**config.mk**
```make
export PLATFORM = sky130hd
export DESIGN_NAME = wdt_keyed_top
export DESIGN_NICKNAME = d
export VERILOG_FILES = /design/src/rtl/wdt_pkg.sv /design/src/rtl/wdt_post.sv /design/src/rtl/wdt_keyseq.sv /design/src/rtl/wdt_core.sv /design/src/rtl/wdt_regif.sv /design/src/rtl/wdt_keyed_top.sv
export SDC_FILE = /design/constraint.sdc
export NUM_CORES = 1
export LEC_CHECK = 0
export ABC_AREA = 1
export BUFFER_PORTS_ARGS = -buffer_cell sky130_fd_sc_hd__buf_2
export CORE_ASPECT_RATIO = 0.8
export CORE_MARGIN = 1
export CORE_UTILIZATION = 55
export DETAILED_ROUTE_END_ITERATION = 12
export HOLD_SLACK_MARGIN = 0.02
export PLACE_DENSITY = 0.84
export REMOVE_ABC_BUFFERS = 1
export SLEW_MARGIN = 20
export SYNTH_ARGS = -nofsm -noshare
export SYNTH_HDL_FRONTEND = slang
export SYNTH_HIERARCHICAL = 1
export SYNTH_SLANG_ARGS = --single-unit
export TNS_END_PERCENT = 20
```
**constraint.sdc**
```tcl
create_clock -name clk -period 3.4 [get_ports clk]
set_input_delay 0.68 -clock clk [delete_from_list [all_inputs] [get_ports clk]]
set_output_delay 0.68 -clock clk [all_outputs]
set_load 0.05 [all_outputs]
```
**src/rtl/wdt_pkg.sv**
```systemverilog
package wdt_pkg;
  localparam logic [7:0] A_CTRL = 8'h10;
  localparam logic [7:0] A_STAT = 8'h14;
  localparam logic [7:0] A_CNT  = 8'h28;
  localparam logic [7:0] A_LOAD = 8'h2C;
  localparam logic [7:0] A_PEND = 8'h34;
  localparam logic [7:0] A_KEY  = 8'h48;

  localparam logic [15:0] K_STOP1 = 16'hAAAA;
  localparam logic [15:0] K_STOP2 = 16'h5555;
  localparam logic [15:0] K_RUN1  = 16'hBBBB;
  localparam logic [15:0] K_RUN2  = 16'h4444;

  localparam int PEND_BIT = 4;

  typedef enum logic [1:0] {SQ_IDLE, SQ_STOP, SQ_RUN} seq_t;
endpackage

```
**src/rtl/wdt_post.sv**
```systemverilog
module wdt_post #(
  parameter int POST_TICKS = 3
) (
  input  logic        clk,
  input  logic        rst_n,
  input  logic        clr,
  input  logic        tick,
  input  logic        key_wr,
  input  logic [15:0] key_wdata,
  output logic        pend,
  output logic [15:0] key_q,
  output logic        apply
);
  localparam int TCW = (POST_TICKS > 1) ? $clog2(POST_TICKS) : 1;
  localparam logic [TCW-1:0] TC_LAST = TCW'(POST_TICKS - 1);

  logic [TCW-1:0] tc;

  always_ff @(posedge clk or negedge rst_n) begin
    if (!rst_n) begin
      pend  <= 1'b0;
      tc    <= '0;
      key_q <= '0;
    end else if (clr) begin
      pend  <= 1'b0;
      tc    <= '0;
      key_q <= '0;
    end else if (key_wr && !pend) begin
      key_q <= key_wdata;
      pend  <= 1'b1;
      tc    <= '0;
    end else if (pend && tick) begin
      if (tc == TC_LAST) pend <= 1'b0;
      else               tc   <= tc + 1'b1;
    end
  end

  assign apply = pend && tick && (tc == TC_LAST) && !clr;


  pend_set_chk: assert property (@(posedge clk) disable iff (!rst_n)
    (!pend && key_wr && !clr) |=> pend);


  pend_ignore_chk: assert property (@(posedge clk) disable iff (!rst_n)
    (pend && key_wr && !clr) |=> $stable(key_q));
endmodule

```
**src/rtl/wdt_keyseq.sv**
```systemverilog
module wdt_keyseq
  import wdt_pkg::*;
(
  input  logic        clk,
  input  logic        rst_n,
  input  logic        clr,
  input  logic        apply,
  input  logic [15:0] key,
  output logic        run
);
  seq_t seq;

  always_ff @(posedge clk or negedge rst_n) begin
    if (!rst_n) begin
      seq <= SQ_IDLE;
      run <= 1'b1;
    end else if (clr) begin
      seq <= SQ_IDLE;
      run <= 1'b1;
    end else if (apply) begin
      if (key == K_STOP1)                          seq <= SQ_STOP;
      else if (key == K_RUN1)                      seq <= SQ_RUN;
      else if (key == K_STOP2 && seq == SQ_STOP) begin
        run <= 1'b0;
        seq <= SQ_IDLE;
      end else if (key == K_RUN2 && seq == SQ_RUN) begin
        run <= 1'b1;
        seq <= SQ_IDLE;
      end else                                     seq <= SQ_IDLE;
    end
  end


  run_fall_chk: assert property (@(posedge clk) disable iff (!rst_n)
    $fell(run) |-> ($past(apply) && $past(key) == K_STOP2));


  run_rise_chk: assert property (@(posedge clk) disable iff (!rst_n)
    $rose(run) |-> ($past(clr) || ($past(apply) && $past(key) == K_RUN2)));
endmodule

```
**src/rtl/wdt_core.sv**
```systemverilog
module wdt_core #(
  parameter int          CW       = 32,
  parameter logic [CW-1:0] LOAD_DEF = '0
) (
  input  logic          clk,
  input  logic          rst_n,
  input  logic          clr,
  input  logic          tick,
  input  logic          run,
  input  logic          load_wr,
  input  logic [CW-1:0] wr_val,
  input  logic [CW-1:0] load_q,
  output logic [CW-1:0] cnt,
  output logic          rst_req
);
  localparam logic [CW-1:0] CNT_MAX = '1;

  always_ff @(posedge clk or negedge rst_n) begin
    if (!rst_n) begin
      cnt     <= LOAD_DEF;
      rst_req <= 1'b0;
    end else if (clr) begin
      cnt     <= LOAD_DEF;
      rst_req <= 1'b0;
    end else if (load_wr) begin
      cnt     <= wr_val;
      rst_req <= 1'b0;
    end else if (run && tick) begin
      if (cnt == CNT_MAX) begin
        cnt     <= load_q;
        rst_req <= 1'b1;
      end else begin
        cnt     <= cnt + 1'b1;
        rst_req <= 1'b0;
      end
    end else begin
      rst_req <= 1'b0;
    end
  end


  req_pulse_chk: assert property (@(posedge clk) disable iff (!rst_n)
    rst_req |=> !rst_req);


  stop_hold_chk: assert property (@(posedge clk) disable iff (!rst_n)
    (!run && !clr && !load_wr) |=> ($stable(cnt) && !rst_req));
endmodule

```
**src/rtl/wdt_regif.sv**
```systemverilog
module wdt_regif
  import wdt_pkg::*;
#(
  parameter int            CW       = 32,
  parameter logic [CW-1:0] LOAD_DEF = '0,
  parameter int            SRST_CYC = 4
) (
  input  logic          clk,
  input  logic          rst_n,
  input  logic          bus_sel,
  input  logic          bus_we,
  input  logic [7:0]    bus_addr,
  input  logic [31:0]   bus_wdata,
  output logic [31:0]   bus_rdata,
  input  logic [CW-1:0] cnt,
  input  logic          pend,
  input  logic [15:0]   key_q,
  output logic          clr,
  output logic          key_wr,
  output logic          load_wr,
  output logic [CW-1:0] load_q
);
  localparam int SW = $clog2(SRST_CYC + 1);
  localparam logic [SW-1:0] SR_START = SW'(SRST_CYC);

  logic [SW-1:0] sr_cnt;
  logic          busy, wr, srst_wr, done;

  assign busy    = (sr_cnt != '0);
  assign done    = !busy;
  assign wr      = bus_sel && bus_we && !busy;
  assign srst_wr = wr && (bus_addr == A_CTRL) && bus_wdata[0];
  assign key_wr  = wr && (bus_addr == A_KEY);
  assign load_wr = wr && (bus_addr == A_LOAD);
  assign clr     = srst_wr || busy;

  always_ff @(posedge clk or negedge rst_n) begin
    if (!rst_n)       sr_cnt <= '0;
    else if (srst_wr) sr_cnt <= SR_START;
    else if (busy)    sr_cnt <= sr_cnt - 1'b1;
  end

  always_ff @(posedge clk or negedge rst_n) begin
    if (!rst_n)       load_q <= LOAD_DEF;
    else if (clr)     load_q <= LOAD_DEF;
    else if (load_wr) load_q <= bus_wdata[CW-1:0];
  end

  always_comb begin
    bus_rdata = '0;
    case (bus_addr)
      A_STAT: bus_rdata[0]        = done;
      A_CNT:  bus_rdata[CW-1:0]   = cnt;
      A_LOAD: bus_rdata[CW-1:0]   = load_q;
      A_PEND: bus_rdata[PEND_BIT] = pend;
      A_KEY:  bus_rdata[15:0]     = key_q;
      default: bus_rdata = '0;
    endcase
  end


  srst_busy_chk: assert property (@(posedge clk) disable iff (!rst_n)
    srst_wr |=> !done);


  srst_done_chk: assert property (@(posedge clk) disable iff (!rst_n)
    (sr_cnt == SW'(1)) |=> done);
endmodule

```
**src/rtl/wdt_keyed_top.sv**
```systemverilog
module wdt_keyed_top #(
  parameter int          CW         = 32,
  parameter logic [CW-1:0] LOAD_DEF = '0,
  parameter int          POST_TICKS = 3,
  parameter int          SRST_CYC   = 4
) (
  input  logic        clk,
  input  logic        rst_n,
  input  logic        tmr_tick,
  input  logic        bus_sel,
  input  logic        bus_we,
  input  logic [7:0]  bus_addr,
  input  logic [31:0] bus_wdata,
  output logic [31:0] bus_rdata,
  output logic        wdt_reset_req
);
  logic          clr, key_wr, load_wr, pend, apply, run;
  logic [15:0]   key_q;
  logic [CW-1:0] load_q, cnt;

  wdt_regif #(.CW(CW), .LOAD_DEF(LOAD_DEF), .SRST_CYC(SRST_CYC)) u_regif (
    .clk(clk), .rst_n(rst_n), .bus_sel(bus_sel), .bus_we(bus_we),
    .bus_addr(bus_addr), .bus_wdata(bus_wdata), .bus_rdata(bus_rdata),
    .cnt(cnt), .pend(pend), .key_q(key_q), .clr(clr), .key_wr(key_wr),
    .load_wr(load_wr), .load_q(load_q)
  );

  wdt_post #(.POST_TICKS(POST_TICKS)) u_post (
    .clk(clk), .rst_n(rst_n), .clr(clr), .tick(tmr_tick), .key_wr(key_wr),
    .key_wdata(bus_wdata[15:0]), .pend(pend), .key_q(key_q), .apply(apply)
  );

  wdt_keyseq u_seq (
    .clk(clk), .rst_n(rst_n), .clr(clr), .apply(apply), .key(key_q), .run(run)
  );

  wdt_core #(.CW(CW), .LOAD_DEF(LOAD_DEF)) u_core (
    .clk(clk), .rst_n(rst_n), .clr(clr), .tick(tmr_tick), .run(run),
    .load_wr(load_wr), .wr_val(bus_wdata[CW-1:0]), .load_q(load_q),
    .cnt(cnt), .rst_req(wdt_reset_req)
  );
endmodule

```
Word level (Yosys, flattened, before mapping)
Index checks and enable logic that the tools add are counted.

storage, ports and cells
  memory bits (read-only) = 0
  bits in writable memories = 0
  bits of input ports = 45
  logic and storage cells = 95
  memories = 0
  bits in registers = 90
  output and inout port bits = 33
  latch bits = 0

cells by class
  equal/unequal tests = 17
  magnitude comparators = 0
  multiply operators = 0
  add/sub/neg operators = 3
  multiplexer cells = 37
  bitwise gates (word level) = 0
  reductions and logical operators = 29
  shift-type cells = 0
  divide/modulo/power cells = 0

operators with widths
  cell                                                   number
  two-way mux 32 bit                                     6
  case mux 11 bit (3 select lines)                       1
  adder 32 x 1 -> 32 bit, second input constant          1
  equality test 16 x 15 -> 1 bit, second input constant  2
  equality test 16 bit, second input constant            2
  equality test 32 bit, second input constant            1
  two-way mux 16 bit                                     2
  case mux 16 bit (2 select lines)                       1
  equality test 8 x 6 -> 1 bit, second input constant    3
  equality test 8 x 5 -> 1 bit, second input constant    2
  two-way mux 2 bit                                      8
  nonzero test 3 bit                                     5
  two-way mux 1 bit                                      14
  logical AND 1 bit                                      13
  case mux 3 bit (3 select lines)                        1
  equality test 8 x 7 -> 1 bit, second input constant    1
  case mux 1 bit (4 select lines)                        2
  nonzero test 2 bit                                     4
  two-way mux 3 bit                                      2
  equality test 2 bit, second input constant             2
  != test 2 bit, second input constant                   2
  AND reduction 2 bit                                    2
  AND reduction 4 bit                                    1
  zero test 1 bit                                        3
  other kinds (5)                                        5

Logic depth before layout (Yosys ltp)
  word-level depth = 10
  mapped depth = 18
  gate-level depth less buffers = 15

By module
Netlist, hierarchy kept.

modules (own cells, without submodules)
  module      instances  sequential area each (µm²)  area an instance (µm²)  cells each
  wdt_core    1          825.8                       2,996.6                 538
  wdt_regif   1          875.8                       2,228.4                 320
  wdt_post    1          475.5                       793.3                   91
  wdt_keyseq  1          76.3                        349.1                   64

Least setup slack after synthesis
OpenSTA, ideal clock, no wires.

  path kind = in2out
  from = in bus_addr[0]
  to = out bus_rdata[2]
  path buffers = 2
  arrival time = 1.890 ns
  stages = 8
  data required time = 2.720 ns
  slack = 0.830 ns
  cells stage by stage = inv_1 -> nand2_1 -> nor3_4 -> and2_1 -> buf_6 -> buf_8 -> nand2_1 -> nand3_1

on the way
  longest elaborated chain between the ends = 2
  elaborated cells between the ends (all ways) = 4
  classes of those cells = eq/ne (3); mux (1)

ends and longest elaborated chain
  element                                                                              RTL line             RTL
  from (decl)                                                                          wdt_keyed_top.sv:12  input logic [7:0] bus_addr,
  equality test 8 x 7 -> 1 bit / equality test 8 x 6 -> 1 bit (equally long branches)  wdt_regif.sv:51      case (bus_addr)
  case mux 3 bit (3 select lines) (*)                                                  wdt_regif.sv:51
  to (decl)                                                                            wdt_keyed_top.sv:14  output logic [31:0] bus_rdata,

Every way passes the cells marked *; elsewhere a longest branch is shown, timed or not.

Worst setup path after layout
  from = in bus_addr[0]
  to = out bus_rdata[12]

on the way
  longest elaborated chain between the ends = 2
  elaborated cells between the ends (all ways) = 4
  classes of those cells = eq/ne (3); mux (1)

ends and longest elaborated chain
  element                                                                              RTL line
  equality test 8 x 7 -> 1 bit / equality test 8 x 6 -> 1 bit (equally long branches)  wdt_regif.sv:51
  case mux 11 bit (3 select lines) (*)                                                 wdt_regif.sv:51

Marked as above.

==> impl_metrics.json <==
{
  "run_status": "completed",
  "cts_resized": 0,
  "fin_skew_ns": 0.00831,
  "clock_path_buffers": 2,
  "netlist_instances": 1013,
  "core-area_um2": 11100,
  "hold_buffers": 0,
  "port_buffers": 77,
  "via_per_inst": 5.57,
  "finalPower_mw": 2.80,
  "final_common_cell": "nand2_1",
  "cts_tree": "built",
  "cpMaxStageDelayCell": "inv_1",
  "cpLargestDelayFamily": "buffers and inverters",
  "rsz0062_at_grt": "false",
  "worstMarginPinSlew_ns": 0.875,
  "die_y_um": 98.2,
  "cts_buffers": 9,
  "syn_area_um2": 6370,
  "fin_ws_ns": 0.439,
  "arrival_ns": 2.28,
  "clk_pin_slew_ns": 0.06,
  "vias": 6823,
  "avgRoutedWirePerCell_um": 15.0,
  "r2r-end": "u_core/cnt[10]",
  "postSynthRegisterBits": 90,
  "grt_use_total": 0.327,
  "fillers": 1042,
  "nets": 1126,
  "cpPeakStageDelay_ns": 0.45,
  "drtPass1Iterations": 5,
  "grt_pass1_vias": 6095,
  "grt_start_max_net_pins": 65,
  "hold_class": "in2async",
  "startpoint_type": "input pin",
  "period_minus_slack_ns": 2.96,
  "irDropWorstVdd_v": 0.000260,
  "clock.fmax_mhz": 338,
  "hold_violations": 0,
  "setup_tns_ns": 0,
  "route.detailed.drc": 0,
  "crit_chain": "buf_2 > inv_1 > nand2_1 > nor3_4 > nand2_1 > inv_1 > nand2_1 > nand3_1 > buf_2",
  "regToRegSetupSlack_ns": 0.55,
  "grt-ovfl-total": 0,
  "drive_above_1_share": 0.141,
  "die_w_um": 122,
  "fp-row-count": 34,
  "root_buffer": "clkbuf_16",
  "ant_nets": 0,
  "worst_slew_margin_rel": 0.416,
  "cp_common_cell": "nand2_1",
  "area_growth_pct": 11.6,
  "ioPinCount": 78,
  "antenna_found_initial": 0,
  "final_cell_mix": "nand2_1, nor2_1, dfrtp_1",
  "power.leakage_nw": 3.83,
  "ys_types": 35,
  "diodes": 0,
  "floorplan.initialDensity": 0.576,
  "worstPathRequired_ns": 2.72,
  "cap_violations": 0,
  "setup_viol_count_final": 0,
  "pre_cts_slack_ns": 0.479,
  "slew_violations": 0,
  "worst_r2r_startpoint": "u_regif/sr_cnt[0]",
  "reg2reg_depth": 11,
  "cp-end-kind": "primary output",
  "syn_area_per_cell_um2": 6.29,
  "cts.sinks": 90,
  "powerDensity_nw_per_um2": 394,
  "gp_routability_congestion": 0.934,
  "period_share": 0.871,
  "worst-path-buf-inv": 4,
  "yosys_warnings": 6,
  "wirelength_mm": 18.4,
  "drt_iter0_drc": 756,
  "dpl.hpwl_mm": 12.9,
  "postCtsSetupBuffers": 0,
  "cts-htree-levels": 3,
  "die_area_um2": 12000,
  "crit_type": "in2out",
  "grt_pass1_wl_mm": 30.8,
  "worst-path-max-fanout": 14,
  "insertion_delay_ns": 0.35,
  "yosysSeqAreaShare": 0.354
}
==> through the flow <==
| stage | hold slack (ns) | utilization | cells | instance area (um^2) |
|---|---|---|---|---|
| 4_1_cts | 0.387 | 0.642 | 1226 | 7100 |
| 6_report | 0.363 | 0.642 | 1226 | 7110 |
| 2_1_floorplan | 0.384 | - | 974 | 6120 |
| 5_1_grt | 0.416 | 0.642 | 1226 | 7110 |
| 3_5_place_dp | 0.469 | 0.615 | 1210 | 6800 |
| 3_3_place_gp | 0.453 | 0.615 | 1210 | 6800 |
==> worst register-to-register path, cell delays in order, from the launching register on <==
cell and delay [ns]:
dfrtp_1 0.36, inv_1 0.11, ha_1 0.18, inv_1 0.07
nor2_4 0.24, nand2_2 0.16, nor2_4 0.30, clkinv_2 0.75
nor2_1 0.36, nor2_1 0.08, nand2_1 0.10, nand2_1 0.05
==> final cells by class <==
class | count | area [um^2] | area share
Multi-Input combinational cell | 809 | 3580 | 0.504
Sequential cell | 90 | 2250 | 0.317
Timing Repair Buffer | 92 | 500 | 0.0704
Inverter | 75 | 283 | 0.0398
Clock buffer | 12 | 256 | 0.0361
Tap cell | 144 | 180 | 0.0254
Clock inverter | 4 | 50.0 | 0.00704
==> cells in the mapped netlist (all sizes together) <==
cell type  number  area (um^2)
nor2          155          661
nand3b          5         37.5
clkbuf         10         37.5
nand2         474         1810
and2            1         6.26
nor3            4         31.3
inv            74          278
ha              4         50.1
clkinv          1         3.75
nand4          38          238
a21oi          19          133
dfrtp          89         2230
xnor2           6         52.6
o21bai          3         22.5
xor2            6         52.6
buf            29          213
nor4            1         6.26
nand3          84          438
dfstp           1         26.3
o21ai           7         35.0
or2             2         12.5
==> sequential cells by signal (all words and copies together), names as in the netlist <==
register	count
u_post/pend	1
u_seq/run	1
u_core/rst_req	1
u_regif/sr_cnt	3
u_post/key_q	16
u_post/tc	2
u_core/cnt	32
u_seq/seq	2
u_regif/load_q	32
==> layer usage <==
metal	up-vias	wire length [um]	GRT usage
li1	3295	-	-
met1	3085	8450	0.500
met2	420	7610	0.478
met3	23	2110	0.0555
met4	0	225	0.0732
met5	-	0	0
==> power by group <==
part | switching [mW] | total [mW] | internal [mW]
registers | 0.0244 | 1.13 | 1.11
logic | 0.461 | 0.632 | 0.171
clock network | 0.429 | 1.04 | 0.609
total | 0.915 | 2.80 | 1.89
==> cells by family (layout without fill, tap and decap cells) <==
| logic type | Yosys count | in the layout | share of synthesized area |
|---|---|---|---|
| adder cells (fa/ha/maj) | 4 | 4 | 0.00786 |
| flip-flops | 90 | 90 | 0.354 |
| AO/OA/AOI/OAI | 29 | 29 | 0.0299 |
| XOR/XNOR | 12 | 12 | 0.0165 |
| buffers and inverters | 114 | 183 | 0.0835 |
| AND/OR/NAND/NOR | 764 | 764 | 0.508 |
==> how the worst max path moves through the flow <==
stage	end	slack (ns)	start	cells past startpoint
finish	bus_rdata[12]	0.44	bus_addr[0]	9
global route	bus_rdata[5]	0.25	bus_addr[4]	9
CTS	bus_rdata[14]	0.48	bus_addr[0]	9
detailed placement	bus_rdata[14]	0.48	bus_addr[0]	9
global placement	bus_rdata[9]	0.53	bus_addr[0]	9
floorplan	u_core/cnt[18]	0.28	u_regif/sr_cnt[0]	15
Note: power is estimated with default switching activity, not from simulation.
